[src/rtl/rstctl_pkg.sv]
package rstctl_pkg;
    typedef enum logic [1:0] {
        ST_PIN_HOLD = 2'd0,
        ST_STRETCH  = 2'd1,
        ST_WAIT_CLK = 2'd2,
        ST_RUN      = 2'd3
    } rst_state_e;

    localparam int SRC_N    = 8;
    localparam int SRC_POR  = 0;
    localparam int SRC_SUPF = 1;
    localparam int SRC_PIN  = 2;
    localparam int SRC_CONV = 3;
    localparam int SRC_SW   = 4;
    localparam int SRC_CMP  = 5;
    localparam int SRC_MCD  = 6;
    localparam int SRC_WDT  = 7;

    localparam int SYNC_N    = 6;
    localparam int SY_SUPF   = 0;
    localparam int SY_PIN    = 1;
    localparam int SY_CONV   = 2;
    localparam int SY_CMP    = 3;
    localparam int SY_MCD    = 4;
    localparam int SY_WDT    = 5;
    localparam int PIN_MASK_LEN = 3;
endpackage

[src/rtl/rstctl_sync.sv]
module rstctl_sync #(
    parameter int N = 6
) (
    input  logic         clk,
    input  logic         rst_n,
    input  logic [N-1:0] d,
    output logic [N-1:0] q
);
    for (genvar i = 0; i < N; i++) begin : g_bit
        logic s1, s2;
        always_ff @(posedge clk or negedge rst_n) begin
            if (!rst_n) begin
                s1 <= 1'b0;
                s2 <= 1'b0;
            end else begin
                s1 <= d[i];
                s2 <= s1;
            end
        end
        assign q[i] = s2;
    end
endmodule

[src/rtl/rstctl_fsm.sv]
module rstctl_fsm
    import rstctl_pkg::*;
#(
    parameter int PIN_TMO     = 100,
    parameter int MIN_STRETCH = 4
) (
    input  logic       clk,
    input  logic       por_n,
    input  logic       supply_req,
    input  logic       other_req,
    input  logic       clk_stable,
    output rst_state_e state,
    output logic       sys_rst,
    output logic       pin_low
);
    localparam int CNT_MAX = (PIN_TMO > MIN_STRETCH) ? PIN_TMO : MIN_STRETCH;
    localparam int CW      = $clog2(CNT_MAX + 1);
    localparam logic [CW-1:0] PIN_LOAD = CW'(PIN_TMO - 1);
    localparam logic [CW-1:0] STR_LOAD = CW'(MIN_STRETCH - 1);

    rst_state_e    state_nxt;
    logic [CW-1:0] cnt, cnt_nxt;

    always_comb begin
        state_nxt = state;
        cnt_nxt   = cnt;
        unique case (state)
            ST_PIN_HOLD: begin
                if (supply_req)         cnt_nxt = PIN_LOAD;
                else if (cnt != '0)     cnt_nxt = cnt - 1'b1;
                else                    state_nxt = ST_WAIT_CLK;
            end
            ST_STRETCH: begin
                if (supply_req) begin
                    state_nxt = ST_PIN_HOLD;
                    cnt_nxt   = PIN_LOAD;
                end else if (other_req) cnt_nxt = STR_LOAD;
                else if (cnt != '0)     cnt_nxt = cnt - 1'b1;
                else                    state_nxt = ST_WAIT_CLK;
            end
            ST_WAIT_CLK, ST_RUN: begin
                if (supply_req) begin
                    state_nxt = ST_PIN_HOLD;
                    cnt_nxt   = PIN_LOAD;
                end else if (other_req) begin
                    state_nxt = ST_STRETCH;
                    cnt_nxt   = STR_LOAD;
                end else if (state == ST_WAIT_CLK && clk_stable) begin
                    state_nxt = ST_RUN;
                end
            end
        endcase
    end

    always_ff @(posedge clk or negedge por_n) begin
        if (!por_n) begin
            state <= ST_PIN_HOLD;
            cnt   <= PIN_LOAD;
        end else begin
            state <= state_nxt;
            cnt   <= cnt_nxt;
        end
    end

    always_comb begin
        sys_rst = (state != ST_RUN);
        pin_low = (state == ST_PIN_HOLD);
    end

    AST_PIN_ONLY_SUPPLY: assert property (@(posedge clk) disable iff (!por_n)
        $rose(pin_low) |-> $past(supply_req));
    AST_RUN_NEEDS_CLK: assert property (@(posedge clk) disable iff (!por_n)
        (state != ST_RUN && !clk_stable) |=> (state != ST_RUN));
    AST_STRETCH_ENTRY: assert property (@(posedge clk) disable iff (!por_n)
        (state == ST_RUN && other_req && !supply_req) |=> (state == ST_STRETCH));
    AST_STRETCH_BOUND: assert property (@(posedge clk) disable iff (!por_n)
        (state == ST_STRETCH) |-> (cnt < CW'(MIN_STRETCH)));
endmodule

[src/rtl/rstctl_flags.sv]
module rstctl_flags
    import rstctl_pkg::*;
(
    input  logic             clk,
    input  logic             por_n,
    input  logic             in_run,
    input  logic [SRC_N-1:0] req,
    output logic [SRC_N-1:0] flags
);
    always_ff @(posedge clk or negedge por_n) begin
        if (!por_n) begin
            flags <= SRC_N'(1) << SRC_POR;
        end else if (in_run) begin
            if (|req) flags <= req;
        end else begin
            flags <= flags | req;
        end
    end

    AST_FLAGS_NONZERO: assert property (@(posedge clk) disable iff (!por_n)
        flags != '0);
endmodule

[src/rtl/rstctl_top.sv]
module rstctl_top
    import rstctl_pkg::*;
#(
    parameter int PIN_TMO     = 100,
    parameter int MIN_STRETCH = 4,
    parameter int PORT_W      = 8,
    parameter int PC_W        = 16
) (
    input  logic              clk,
    input  logic              por_n,
    input  logic              supply_fail,
    input  logic              supmon_rst_en,
    input  logic              rst_pin_in,
    input  logic              conv_strobe,
    input  logic              conv_rst_en,
    input  logic              sw_rst_pulse,
    input  logic              cmp_out,
    input  logic              cmp_rst_en,
    input  logic              clk_missing,
    input  logic              wdt_expire,
    input  logic              clk_stable,
    output logic              sys_rst,
    output logic              rst_pin_pull_low,
    output logic [SRC_N-1:0]  reset_src,
    output logic              port_latch_load,
    output logic [PORT_W-1:0] port_latch_value,
    output logic [PC_W-1:0]   pc_reset_vector,
    output logic              clk_src_sel,
    output logic [1:0]        osc_div_sel,
    output logic              wdt_enable,
    output logic [1:0]        wdt_interval_sel
);
    logic [SYNC_N-1:0]       raw, syn;
    logic [SRC_N-1:0]        req;
    logic [PIN_MASK_LEN-1:0] drive_hist;
    logic                    own_drive;
    rst_state_e              state;
    logic                    pin_low;

    always_comb begin
        raw          = '0;
        raw[SY_SUPF] = supply_fail;
        raw[SY_PIN]  = ~rst_pin_in;
        raw[SY_CONV] = conv_strobe;
        raw[SY_CMP]  = cmp_out;
        raw[SY_MCD]  = clk_missing;
        raw[SY_WDT]  = wdt_expire;
    end

    rstctl_sync #(.N(SYNC_N)) u_sync (
        .clk(clk), .rst_n(por_n), .d(raw), .q(syn)
    );

    // Pin level is masked while and shortly after this block drives it
    always_ff @(posedge clk or negedge por_n) begin
        if (!por_n) drive_hist <= '1;
        else        drive_hist <= {drive_hist[PIN_MASK_LEN-2:0], pin_low};
    end
    assign own_drive = pin_low | (|drive_hist);

    always_comb begin
        req           = '0;
        req[SRC_SUPF] = syn[SY_SUPF] & supmon_rst_en;
        req[SRC_PIN]  = syn[SY_PIN] & ~own_drive;
        req[SRC_CONV] = syn[SY_CONV] & conv_rst_en;
        req[SRC_SW]   = sw_rst_pulse;
        req[SRC_CMP]  = syn[SY_CMP] & cmp_rst_en;
        req[SRC_MCD]  = syn[SY_MCD];
        req[SRC_WDT]  = syn[SY_WDT];
    end

    rstctl_fsm #(.PIN_TMO(PIN_TMO), .MIN_STRETCH(MIN_STRETCH)) u_fsm (
        .clk(clk), .por_n(por_n),
        .supply_req(req[SRC_SUPF]),
        .other_req(|req[SRC_N-1:SRC_PIN]),
        .clk_stable(clk_stable),
        .state(state), .sys_rst(sys_rst), .pin_low(pin_low)
    );

    rstctl_flags u_flags (
        .clk(clk), .por_n(por_n), .in_run(state == ST_RUN),
        .req(req), .flags(reset_src)
    );

    always_comb begin
        rst_pin_pull_low = pin_low;
        port_latch_load  = sys_rst;
        port_latch_value = '1;
        pc_reset_vector  = '0;
        clk_src_sel      = 1'b0;
        osc_div_sel      = 2'b11;
        wdt_enable       = 1'b1;
        wdt_interval_sel = 2'b11;
    end

    AST_OWN_PIN_NOT_FLAGGED: assert property (@(posedge clk) disable iff (!por_n)
        rst_pin_pull_low |=> !reset_src[SRC_PIN] || $past(reset_src[SRC_PIN]));
endmodule

[config.mk]
export PLATFORM = sky130hd
export DESIGN_NAME = rstctl_top
export DESIGN_NICKNAME = d
export VERILOG_FILES = /design/src/rtl/rstctl_pkg.sv /design/src/rtl/rstctl_sync.sv /design/src/rtl/rstctl_fsm.sv /design/src/rtl/rstctl_flags.sv /design/src/rtl/rstctl_top.sv
export SDC_FILE = /design/constraint.sdc
export NUM_CORES = 1
export LEC_CHECK = 0
export BUFFER_PORTS_ARGS = -buffer_cell sky130_fd_sc_hd__buf_2
export CAP_MARGIN = 10
export CORE_MARGIN = 5
export CORE_UTILIZATION = 30
export DETAILED_ROUTE_END_ITERATION = 10
export PLACE_DENSITY = 0.58
export SYNTH_ARGS = -nofsm -noshare
export SYNTH_HDL_FRONTEND = slang
export SYNTH_HIERARCHICAL = 1
export SYNTH_SLANG_ARGS = --single-unit
[constraint.sdc]
create_clock -name clk -period 3.05 [get_ports clk]
set_input_delay 0.305 -clock clk [delete_from_list [all_inputs] [get_ports clk]]
set_output_delay 0.305 -clock clk [all_outputs]
set_load 0.03 [all_outputs]
[Yosys cells after proc, flatten, opt, wreduce, memory -nomap -nowiden]
Cells that the tools add are included.
W data, S select, Z words.
Word-level totals
  bits of input ports: 13
  bits in registers: 32
Operators by class
  $add $sub $neg: 1
  mux-type cells: 17
  reduce and logical (&&, ||, !) cells: 8
  equal/unequal tests: 9
  bitwise logic cells: 8
Operators with widths (number)
  $mux W7: 6
  $pmux W7 S3: 1
  $mux W8: 2
  $mux W2: 7
  $or A8 B8 Y8: 1
  $reduce_bool A7 Y1: 1
  $reduce_or A7 Y1: 1
  $sub A7 B1 Y7 const B: 1
  $ne A2 B2 Y1 const B: 3
  $pmux W2 S3: 1
  $reduce_or A6 Y1: 1
  $and A1 B1 Y1: 4
  $eq A2 B2 Y1 const B: 2
  $ne A4 B1 Y1 const B: 1
  $ne A3 B1 Y1 const B: 1
  $ne A3 B2 Y1 const B: 1
  $reduce_and A3 Y1: 1
  $reduce_or A3 Y1: 1
  $eq A2 B1 Y1 const B: 1
  $logic_not A2 Y1: 1
  $not A1 Y1: 2
  $reduce_or A2 Y1: 1
  $logic_and A1 B1 Y1: 1
  $or A1 B1 Y1: 1

[Logic depth before layout (Yosys ltp)]
  depth in word-level cells: 8
  gate-level depth with buffers: 8

[Modules after synthesis]
The synthesis kept the hierarchy.
Modules (own cells, without submodules)
  rstctl_fsm: cells an instance 62, area an instance 616.8 µm², seq. area each 230.2 µm², times used 1
  rstctl_flags: cells an instance 43, area an instance 437.9 µm², seq. area each 201.4 µm², times used 1
  rstctl_top: cells an instance 45, area an instance 374.1 µm², seq. area each 78.8 µm², times used 1
  rstctl_sync: cells an instance 18, area an instance 345.3 µm², seq. area each 300.3 µm², times used 1

[Least setup slack after synthesis]
Ideal clock, no wire load.
  path type: register -> register
  start point: reg u_fsm.state[1]
  end point: reg u_fsm.cnt[4]
  slack: 228 ps
  cell stages (with the launch flop): 9
  setup time: 65 ps
  arrival: 2757 ps
  period minus slack after synthesis: 2822 ps
  cells stage by stage: dfrtp_1 -> buf_2 -> nor2_1 -> nor4_1 -> and2_1 -> or4_1 -> a211o_4 -> a2111oi_2 -> a211o_1
Between the ends
  longest elaborated chain between the ends: 8
  elaborated cells between the ends (all ways): 13
  classes of those cells: eq/ne (4); mux (3); bitwise (3); reduce/logical (3)
Ends and longest elaborated chain
  start, declared: line rstctl_fsm.sv:12  | output rst_state_e state,
  start signal, assigned: line rstctl_fsm.sv:60  | state <= state_nxt;
  $logic_not A2 Y1 *: line rstctl_fsm.sv:67  | pin_low = (state == ST_PIN_HOLD);
  via rst_pin_pull_low: line rstctl_top.sv:23  | output logic rst_pin_pull_low,
  $or A1 B1 Y1 *: line rstctl_top.sv:59  | assign own_drive = pin_low | (|drive_hist);
  $not A1 Y1 *: line rstctl_top.sv:64  | req[SRC_PIN] = syn[SY_PIN] & ~own_drive;
  $and A1 B1 Y1 *: line rstctl_top.sv:64
  via req[2]: line rstctl_top.sv:34  | logic [SRC_N-1:0] req;
  $reduce_or A6 Y1 *: line rstctl_top.sv:75  | .other_req(|req[SRC_N-1:SRC_PIN]),
  $mux W7: line rstctl_fsm.sv:37  | end else if (other_req) cnt_nxt = STR_LOAD;
  $mux W7: line rstctl_fsm.sv:34  | if (supply_req) begin
  $pmux W7 S3: line rstctl_fsm.sv:27  | unique case (state)
  end signal, assigned: line rstctl_fsm.sv:61  | cnt <= cnt_nxt;
  end, declared: line rstctl_fsm.sv:22  | logic [CW-1:0] cnt, cnt_nxt;
The timed path passes the listed nets; every way through them passes the cells marked *.
A chain may end at the register's enable or synchronous reset.

[Worst setup path after layout]
  start point: reg u_fsm.state[1]
  end point: reg u_fsm.cnt[4]
Between the ends
  longest elaborated chain between the ends: 8
  elaborated cells between the ends (all ways): 13
  classes of those cells: eq/ne (4); mux (3); bitwise (3); reduce/logical (3)
Ends and longest elaborated chain (line)
  $logic_not A2 Y1 *: rstctl_fsm.sv:67
  $or A1 B1 Y1 *: rstctl_top.sv:59
  $not A1 Y1 *: rstctl_top.sv:64
  $and A1 B1 Y1 *: rstctl_top.sv:64
  via req[2]: rstctl_top.sv:34
  $reduce_or A6 Y1 *: rstctl_top.sv:75
  $mux W7: rstctl_fsm.sv:37
  $mux W7: rstctl_fsm.sv:34
  $pmux W7 S3: rstctl_fsm.sv:27
Marked as above.

==> flow_metrics.py <==
metrics = {
    "run_status": {
        "outcome": "completed",
    },
    "route": {
        "ant_nets": 0,
        "dr_total_vias": 1136,
        "drtIter0Drc": 66,
        "avgViaCountPerCell": 4.25,
        "wl_per_cell_microns": 11.7,
        "drc_errors": 0,
        "first_pass_iters": 4,
        "wirelength_microns": 3120,
    },
    "power_and_ir_drop": {
        "ir_drop_uv": 194,
        "total_power_mw": 1.27,
        "p_per_area_nw_per_um2": 669,
        "leakage_nw": 0.909,
    },
    "floorplan": {
        "start_util": 0.303,
        "io_pins": 54,
        "dieArea_sq_um": 7550,
        "die_h_microns": 86.9,
        "rows": 28,
        "die_width_microns": 86.9,
        "core-area_sq_um": 5850,
    },
    "cts": {
        "post_cts_buffers": 0,
        "ctsLongestPathBuffers": 2,
        "htree_levels": 2,
        "cts_tree": "yes",
        "cts.repair.resized": 0,
        "clk_pin_slew_ns": 0.08,
        "clk_latency_ns": 0.29,
        "numCtsBuffers": 5,
        "clock-sinks": 32,
        "ctsHoldBuffers": 0,
        "cts-root-buf": "clkbuf_8",
    },
    "sta": {
        "tightestPinTransition_ns": 0.713,
        "slew_headroom": 0.525,
        "setup_viol": 0,
        "fin_ws_ns": 0.470,
        "hold_viol": 0,
        "finClkSkew_ns": 0.0135,
        "fmax_mhz": 388,
        "period_share": 0.846,
        "period_needed_ns": 2.58,
        "fin_tns_setup_ns": 0,
        "rsz0062_at_grt": "false",
        "slew_violations": 0,
        "hold_ws_ns": 0.0646,
    },
    "placement": {
        "place_ws_ns": 0.479,
        "gp_congestion": 0.755,
        "dp_hpwl_microns": 2310,
        "dp_cells": 259,
        "io_buffers": 23,
        "placed_cell_area_sq_um": 1810,
    },
    "logic_synthesis": {
        "syn_area_sq_um": 1770,
        "synth_top_area_frac": 0.339,
        "synth_common_cells": "37 x buf_4, 24 x dfrtp_1, 21 x inv_1",
        "synth_top_area_cell": "dfrtp_1",
        "synthTopCellsByArea": "dfrtp_1 34%, buf_4 16%, dfstp_2 12%, or4b_1 4.5%, inv_1 4.4%",
        "synth.most_common_cell": "buf_4",
        "ys_seq_area_frac": 0.457,
        "ys_warn_count": 6,
        "syn_inst": 168,
        "async_flop_share": 1.00,
        "avgSynthCellArea_sq_um": 10.6,
        "synth_ff_type": "dfrtp_1",
        "synth_seq_cells": 32,
        "synth_edf_count": 0,
        "synth_cell_type_count": 38,
    },
    "layout": {
        "num_antenna_cells": 0,
        "synthToLayoutAreaGrowth_pct": 6.91,
        "final_core_util": 0.324,
        "final-instance-count-excl-fill": 267,
        "drive_gt1_frac": 0.245,
        "final_area_sq_um": 1900,
        "n_fill_cell": 604,
        "finalNetCount": 206,
    },
    "critical_path": {
        "crit_slowest_cell": "or4_1",
        "critPathMaxFanout": 11,
        "crit_path_end_kind": "flop",
        "cp_slowest_stage_delay_ns": 0.69,
        "worstPathRequired_ns": 3.27,
        "cp.arrival_ns": 2.80,
        "start_kind": "flop",
        "worst-setup-path-type": "reg2reg",
        "path_cells": "nor2_1, nor4_1, and2_1, or4_1, a211o_4, a2111oi_2, a211o_1",
    },
    "global_route": {
        "antenna_found_initial": 0,
        "grt_start_max_net_pins": 33,
        "grt_pass1_vias": 1069,
        "gr-total-overflow": 0,
        "grt_pass1_wl_microns": 5110,
        "gr-usage-all-layers": 0.0876,
    },
    "min_path": {
        "min_path_type": "in2async",
    },
    "run": {
        "maxCapViolCount": 0,
    },
}
worst paths after layout:
kind                       depth (start not counted)  slack (ns)                          from                            to
setup / recovery                                   7        0.47    u_fsm/state[1]$_DFFE_PN0P_      u_fsm/cnt[4]$_DFFE_PN0N_
min in group clk                                   1        0.12                   conv_strobe  u_sync/g_bit[2].s1$_DFF_PN0_
hold / removal                                     1        0.06                         por_n  u_flags/flags[6]$_DFFE_PN0P_
max in group asynchronous                          1        2.52                         por_n    u_fsm/state[1]$_DFFE_PN0P_
setup reg to reg                                   7        0.47    u_fsm/state[1]$_DFFE_PN0P_      u_fsm/cnt[4]$_DFFE_PN0N_
hold reg to reg                                    0        0.35  u_sync/g_bit[1].s1$_DFF_PN0_  u_sync/g_bit[1].s2$_DFF_PN0_
flip-flops by register name (all words and copies together), names as in the netlist:
signal	count
u_sync/g_bit.s1	6
u_sync/g_bit.s2	6
u_fsm/cnt	7
drive_hist	3
u_flags/flags	8
u_fsm/state	2
worst max-delay path: cells and delay by family (launching register included):
| family | cells | cell delay (ns) |
|---|---|---|
| flip-flops | 1 | 0.48 |
| AND/OR/NAND/NOR | 4 | 1.14 |
| AO/OA/AOI/OAI | 3 | 0.89 |
area by class of cell:
type / count / area [sq um] / share of cell area
clock buffer: 5 / 68.8 / 0.0363
timing repair buffer: 23 / 115 / 0.0607
clock inverter: 3 / 18.8 / 0.00989
tap: 75 / 93.8 / 0.0495
sequential: 32 / 811 / 0.427
inverter: 21 / 78.8 / 0.0416
multi-input combinational: 108 / 711 / 0.375
where the power goes:
part	switching, mW	total, mW	internal (mW)
Combinational	0.209	0.346	0.137
Clock	0.164	0.323	0.159
Sequential	0.0750	0.601	0.526
Total	0.448	1.27	0.822
per-layer routing:
layer	GRT usage	vias to the layer above	wire, microns
met5	0	-	0
met4	0.0382	0	34
met3	0.0331	4	209
met2	0.137	29	1560
met1	0.107	541	1320
li1	-	562	-
placed cells by master (no fill, tap or decap), types with 2 or more instances in the layout:
| master | Yosys | final |
|---|---|---|
| conb_1 | 2 | 35 |
| dfrtp_1 | 24 | 24 |
| buf_2 | 1 | 23 |
| inv_1 | 21 | 21 |
| dfstp_2 | 8 | 8 |
| or4b_1 | 8 | 8 |
| o221ai_1 | 8 | 8 |
| and2_1 | 5 | 5 |
| clkbuf_8 | 0 | 5 |
| nor3_1 | 5 | 5 |
| a21oi_1 | 4 | 4 |
| nor4_1 | 3 | 3 |
| nor2_1 | 3 | 3 |
| nor3b_1 | 3 | 3 |
| or4_1 | 2 | 2 |
| clkinv_2 | 0 | 2 |
| or4_4 | 2 | 2 |
| nand2_1 | 2 | 2 |
| nor3b_2 | 2 | 2 |
| o21ai_0 | 2 | 2 |
| a31oi_1 | 2 | 2 |
| o21a_1 | 2 | 2 |
| o21bai_1 | 2 | 2 |
| a22o_1 | 2 | 2 |
| mux2i_1 | 2 | 2 |
| o211ai_1 | 2 | 2 |
| ha_1 | 2 | 2 |
kinds of logic after synthesis:
kind of cell / count (synthesis) / synth area share
AOI/OAI and AO/OA: 28 / 0.127
adders and majority gates: 2 / 0.0141
buffers and inverters: 61 / 0.212
DFF: 32 / 0.457
muxes: 2 / 0.0113
other: 2 / 0.00423
and+or+nand+nor: 41 / 0.174
(Power assumes the default switching activity.)
